$ cat src/rtl/can_status_word.sv
module can_status_word #(
  parameter int ERR_W      = 8,
  parameter int WARN_LIMIT = 96
) (
  input  logic             clk,
  input  logic             rst_n,
  input  logic             cmd_tx_req,
  input  logic             cmd_rx_release,
  input  logic             cmd_ovr_clear,
  input  logic             ev_tx_start,
  input  logic             ev_tx_done,
  input  logic             ev_rx_start,
  input  logic             ev_rx_done,
  input  logic             ev_rx_first,
  input  logic [ERR_W-1:0] tx_errs,
  input  logic [ERR_W-1:0] rx_errs,
  input  logic             bus_off,
  output logic [7:0]       status
);
  localparam logic [ERR_W-1:0] LIM = ERR_W'(WARN_LIMIT);

  logic       tx_busy, rx_busy, tx_cmpl, tx_lock, ovr, drop;
  logic [1:0] held;

  wire err_warn = (tx_errs >= LIM) || (rx_errs >= LIM);
  wire full     = (held == 2'd2);
  wire take     = ev_rx_done && !drop && !full;
  wire give     = cmd_rx_release && (held != 2'd0);

  always_ff @(posedge clk) begin
    if (!rst_n) begin
      tx_busy <= 1'b0;
      rx_busy <= 1'b0;
      tx_cmpl <= 1'b1;
      tx_lock <= 1'b0;
      ovr     <= 1'b0;
      drop    <= 1'b0;
      held    <= 2'd0;
    end else begin
      if (ev_tx_done)       tx_busy <= 1'b0;
      else if (ev_tx_start) tx_busy <= 1'b1;
      if (ev_rx_done)       rx_busy <= 1'b0;
      else if (ev_rx_start) rx_busy <= 1'b1;

      if (tx_lock && ev_tx_done) begin
        tx_lock <= 1'b0;
        tx_cmpl <= 1'b1;
      end else if (!tx_lock && cmd_tx_req) begin
        tx_lock <= 1'b1;
        tx_cmpl <= 1'b0;
      end

      if (ev_rx_first && full) ovr <= 1'b1;
      else if (cmd_ovr_clear)  ovr <= 1'b0;

      if (ev_rx_done)               drop <= 1'b0;
      else if (ev_rx_first && full) drop <= 1'b1;

      case ({take, give})
        2'b10:   held <= held + 2'd1;
        2'b01:   held <= held - 2'd1;
        default: held <= held;
      endcase
    end
  end

  assign status = {bus_off, err_warn, tx_busy, rx_busy, tx_cmpl, !tx_lock, ovr, held != 2'd0};

  AST_TCS_LOW_WHILE_LOCKED: assert property (@(posedge clk) disable iff (!rst_n)
    !status[2] |-> !status[3]);
  AST_LOCK_HOLDS: assert property (@(posedge clk) disable iff (!rst_n)
    (!status[2] && !ev_tx_done) |=> !status[2]);
  AST_RBS_ON_STORE: assert property (@(posedge clk) disable iff (!rst_n)
    (take && !cmd_rx_release) |=> status[0]);
  AST_HELD_MAX: assert property (@(posedge clk) disable iff (!rst_n)
    held <= 2'd2);
  AST_OVR_ONLY_FULL: assert property (@(posedge clk) disable iff (!rst_n)
    (!status[1] && !(ev_rx_first && full)) |=> !status[1]);
  AST_OVR_STICKY: assert property (@(posedge clk) disable iff (!rst_n)
    (status[1] && !cmd_ovr_clear) |=> status[1]);
endmodule

$ cat config.mk
export PLATFORM = sky130hd
export DESIGN_NAME = can_status_word
export DESIGN_NICKNAME = d
export VERILOG_FILES = /design/src/rtl/can_status_word.sv
export SDC_FILE = /design/constraint.sdc
export NUM_CORES = 1
export LEC_CHECK = 0
export BUFFER_PORTS_ARGS = -buffer_cell sky130_fd_sc_hd__buf_2
export CORE_AREA = 3 3 40 42
export DETAILED_ROUTE_END_ITERATION = 10
export DIE_AREA = 0 0 43 45
export GPL_TIMING_DRIVEN = 0
export PLACE_DENSITY = 0.77
export SYNTH_ARGS = -nofsm -noshare
export SYNTH_HDL_FRONTEND = slang
export SYNTH_SLANG_ARGS = --single-unit
$ cat constraint.sdc
create_clock -name clk -period 2.2 [get_ports clk]
set_input_delay 0.11 -clock clk [delete_from_list [all_inputs] [get_ports clk]]
set_output_delay 0.11 -clock clk [all_outputs]
set_load 0.005 [all_outputs]
Word level (Yosys, flattened, before mapping)
Index checks and enable logic that the tools add are counted.
{"block": "totals", "regBits": 8, "out_inout_bits": 8}
{"block": "classes", "addsub": 2, "n_lt_le_gt_ge": 2, "n_eq_ne": 3, "n_mux": 3, "bitwise": 1, "reduce_logical": 16}
{"op": ">= comparator 8 x 7 -> 1 bit, second input constant", "n": 2}
{"op": "logical AND 1 bit", "n": 6}
{"op": "nonzero test 2 bit", "n": 3}
{"op": "OR reduction 2 bit", "n": 3}
{"op": "equality test 2 bit, second input constant", "n": 2}
{"op": "case mux 2 bit (2 select lines)", "n": 1}
{"op": "logical NOT 1 bit", "n": 3}
{"op": "adder 2 x 1 -> 2 bit, second input constant", "n": 1}
{"op": "equality test 2 x 1 -> 1 bit, second input constant", "n": 1}
{"op": "2-to-1 mux 1 bit", "n": 2}
{"op": "subtractor 2 x 1 -> 2 bit, second input constant", "n": 1}
{"op": "logical OR 1 bit", "n": 1}
{"op": "inverter 1 bit", "n": 1}

Longest topological paths before layout
{"block": "depth", "ltp_word": 5, "ltp_mapped": 6}

Least setup slack after synthesis
OpenSTA, ideal clock, no wires.
{"block": "synth_path", "path_type": "reg2reg", "from": "register held[0]", "to": "register held[1]", "arrival_ps": 1528, "t_required_ps": 2130, "slack_ps": 602, "path_stages_with_launch": 6, "path_buffers": 0, "path_cell_list": "dfxtp_1 -> or2_1 -> and2_1 -> ha_1 -> or3_1 -> a21boi_1"}
{"block": "synth_between", "elab_cells_between_ends": 11, "cone_classes": "add/sub (2); eq/ne (3); mux (1); reduce/logical (5)"}
{"item": "start, declared", "line": "23", "rtl": "logic [1:0] held;"}
{"item": "start signal, assigned", "line": "60", "rtl": "2'b10: held <= held + 2'd1;"}
{"item": "start signal, assigned", "line": "61", "rtl": "2'b01: held <= held - 2'd1;"}
{"item": "start signal, assigned", "line": "62", "rtl": "default: held <= held;"}
{"item": "nonzero test 2 bit *"}
{"item": "named net status[0]", "line": "18", "rtl": "output logic [7:0] status"}
{"item": "logical AND 1 bit *", "line": "28", "rtl": "wire give = cmd_rx_release && (held != 2'd0);"}
{"item": "equality test 2 x 1 -> 1 bit / equality test 2 bit (equally long branches)", "line": "59", "rtl": "case ({take, give})"}
{"item": "case mux 2 bit (2 select lines) / nonzero test 2 bit (equally long branches)"}
Mark *: on every way through the listed nets, which the timed path passes. The rest lies on a longest branch.
A chain may end at the register's enable or synchronous reset.

Final worst setup path
{"block": "layout_path", "from": "register held[0]", "to": "register held[1]"}
{"block": "layout_between", "elab_chain_len": 5, "elab_cells_between_ends": 11, "cone_classes": "add/sub (2); eq/ne (3); mux (1); reduce/logical (5)"}
{"item": "equality test 2 bit", "line": "26", "rtl": "wire full = (held == 2'd2);"}
{"item": "logical NOT 1 bit", "line": "27", "rtl": "wire take = ev_rx_done && !drop && !full;"}
{"item": "logical AND 1 bit", "line": "27"}
{"item": "equality test 2 x 1 -> 1 bit / equality test 2 bit (equally long branches)", "line": "59"}
{"item": "case mux 2 bit (2 select lines) / nonzero test 2 bit (equally long branches)"}
Several ways; a longest one is shown, not always the timed one.

==> metrics.txt <==
top-count cell post-synth dfxtp_1; Post-Synth XOR/XNOR Area 0.0452; worst hold stages 2; Lkg Pwr 0.271 nW; status finished, final reports clean; Seq/Total Area, Yosys 0.413; GRT Residual Overflow 0; fin crit share 0.753; Hold Startpoint ev_tx_done; WL final 790 µm; GRT Resource Usage Total 0.0962; CP Max Fanout 5; global routing's busiest layer met2; Critical Path Source Type register; htree depth 1; Pre-antenna DRT Iters 2; Final Instance Count excl. Fillers 85; clock latency on the worst-skew pair ~0.25 ns; first-pass GRT wire length 1300 µm; Fin. Hold Viols 0; most frequent cells after synthesis 8 x dfxtp_1, 6 x buf_4, 4 x nand2_1; Async SR Flop Fraction 0; post-CTS setup buffer count 0; Clock Sinks 8; Final Max Slew Viols 0; Max Buffers Root-to-Sink 2; Crit path required time 2.38 ns; synth warn 0; placed inst area between 500 and 600 µm²; reg2reg path depth 5; Cell variety after synth 22; Max-Cap Viols 0; ANT nets after route 0; final setup vio count 0; worst r2r src held[0]; Post-Synth Adder-Cell Area 0.0323; most used flip-flop cell after synthesis dfxtp_1; global placer's final weighted congestion between 0.6 and 0.7; critical path class register to register; post-cts resize count 0; Clock Pin Slew Worst Setup and Hold Paths 0.05 ns; CTS tree yes; reg-to-reg slack, setup 0.54 ns; post-detail-place hpwl 665 µm; Worst Path Arrival 1.84 ns; Layout area overhead 40.3%; CTS root buf clkbuf_4; row cnt 13; top-area cell type share of the netlist area 0.413; Fillers roughly 150; cts bufs inserted 3; main combinational cell family by area after synthesis simple AND/OR/NAND/NOR gates; die area 1940 µm²; area of the core approximately 1300 µm²; Setup crit end kind register; Compound-Gate Fraction of Synth Area 0.126; Finished Cell Area 544 µm²; Min-Delay Path Class input pin to register; Chip Height 45 µm; slew margin rel. 0.874; GR Util met1 0.0976; via count 362; DP Cell Count 82; initial antenna violation count 0; Area contributors post-synth dfxtp_1 41%, buf_4 12%, nand2b_1 4.8%, xnor2_1 4.5%, nand2_1 3.9%; diode count 0; number of port buffers 23; initial core utilization 0.302; Worst Hold End tx_busy; number of synthesized flops with an enable pin 0; Core Util, Final 0.424; syn_nets 72; Ports 35; Synth area leader dfxtp_1; Synth Instances 44; Simple-Gate Fraction of Synth Area 0.248; clock skew between 0.0009 and 0.001 ns; Mapped Avg Cell Area 8.82 µm²; r2r endpoint held[1]; worst slew pin tran between 0.15 and 0.2 ns; mux cell area share after synthesis 0; Die W 43 µm; nets@finish 100; grt met3 use 0.0717; DRC Markers 0; largest net degree at the start of global routing 8; Cell Pwr Density 826 nW/µm²; WL/cell 9.29 µm; met2 usage 0.153; max frequency around 600 MHz; Tmin final 1.66 ns; Post-CTS Hold Fix Bufs 0; vias in the first global route 329; Max VDD drop ~0.00036 V; cell area after synthesis 388 µm²; post-synthesis register bit count 8; share of post-route cells with drive strength above 1 0.457; RSZ-0062 raised after global routing false; DR iter-0 viols 3; total negative setup slack 0 ns; Via density 4.26
## how the worst max path moves through the flow
stage | from | slack, ns | to
3_3_place_gp | held[0] | 0.59 | held[1]
2_1_floorplan | held[0] | 0.60 | held[1]
3_5_place_dp | held[0] | 0.54 | held[1]
5_1_grt | held[0] | 0.46 | held[1]
6_report | held[0] | 0.54 | held[1]
4_1_cts | held[0] | 0.53 | held[1]
## metal layers
layer / routed length [µm] / vias up
met5: 0 / -
met4: 0 / 0
met3: 78 / 0
met2: 414 / 13
met1: 298 / 157
li1: - / 192
## power by group
group	leakage [nW]	internal (mW)	total (mW)	switching (mW)
logic	0.191	0.0926	0.152	0.0595
clock network	0.0138	0.0620	0.105	0.0434
registers	0.0659	0.170	0.192	0.0224
## cells by family after synthesis
logic type | count (synthesis)
AOI/OAI and AO/OA | 7
xor gates and xnor gates | 2
adders and majority gates | 1
buffers and inverters | 8
DFF | 8
and+or+nand+nor | 18
## layout by cell type, fill, tap and decap left out
cell type,n
nand3b_1,1
or3_1,1
a211oi_1,1
nor2_1,3
nand2b_1,3
ha_1,1
o21ai_0,1
buf_4,6
o22ai_1,1
dfxtp_1,8
nand2_1,4
o211a_1,1
xnor2_1,2
a21boi_1,1
nor2b_1,1
a21boi_0,1
buf_2,23
and2_1,2
nor3b_1,1
or2_1,1
inv_1,2
clkbuf_4,3
nand3_1,1
a21oi_1,1
## per-stage QoR
stage                     power [mW]  worst slack (ns)  hold slack (ns)
after global routing           0.493             0.462           0.0492
after detailed placement       0.350             0.541            0.308
final                          0.450             0.543           0.0525
after CTS                      0.461             0.531           0.0437
after global placement         0.341             0.591            0.309
after floorplan                0.296             0.602            0.172
## layout make-up
class	count	area, µm²	share of cell area
inverters	2	7.51	0.0138
flip-flops and latches	8	160	0.294
clock buffers	3	22.5	0.0414
repair buffers	23	115	0.211
well taps	15	18.8	0.0345
plain buffers	6	45.0	0.0828
multi-input cells	28	175	0.322
## state kept, by name (all words and copies together), names as in the netlist
name,cells
held,2
drop,1
ovr,1
rx_busy,1
tx_busy,1
tx_cmpl,1
tx_lock,1
## worst max-delay path, stage by stage (launching register included)
cell and delay [ns]:
dfxtp_1 0.34, or2_1 0.25, and2_1 0.16, ha_1 0.33, or3_1 0.37, a21boi_1 0.13
(Power assumes the default switching activity.)
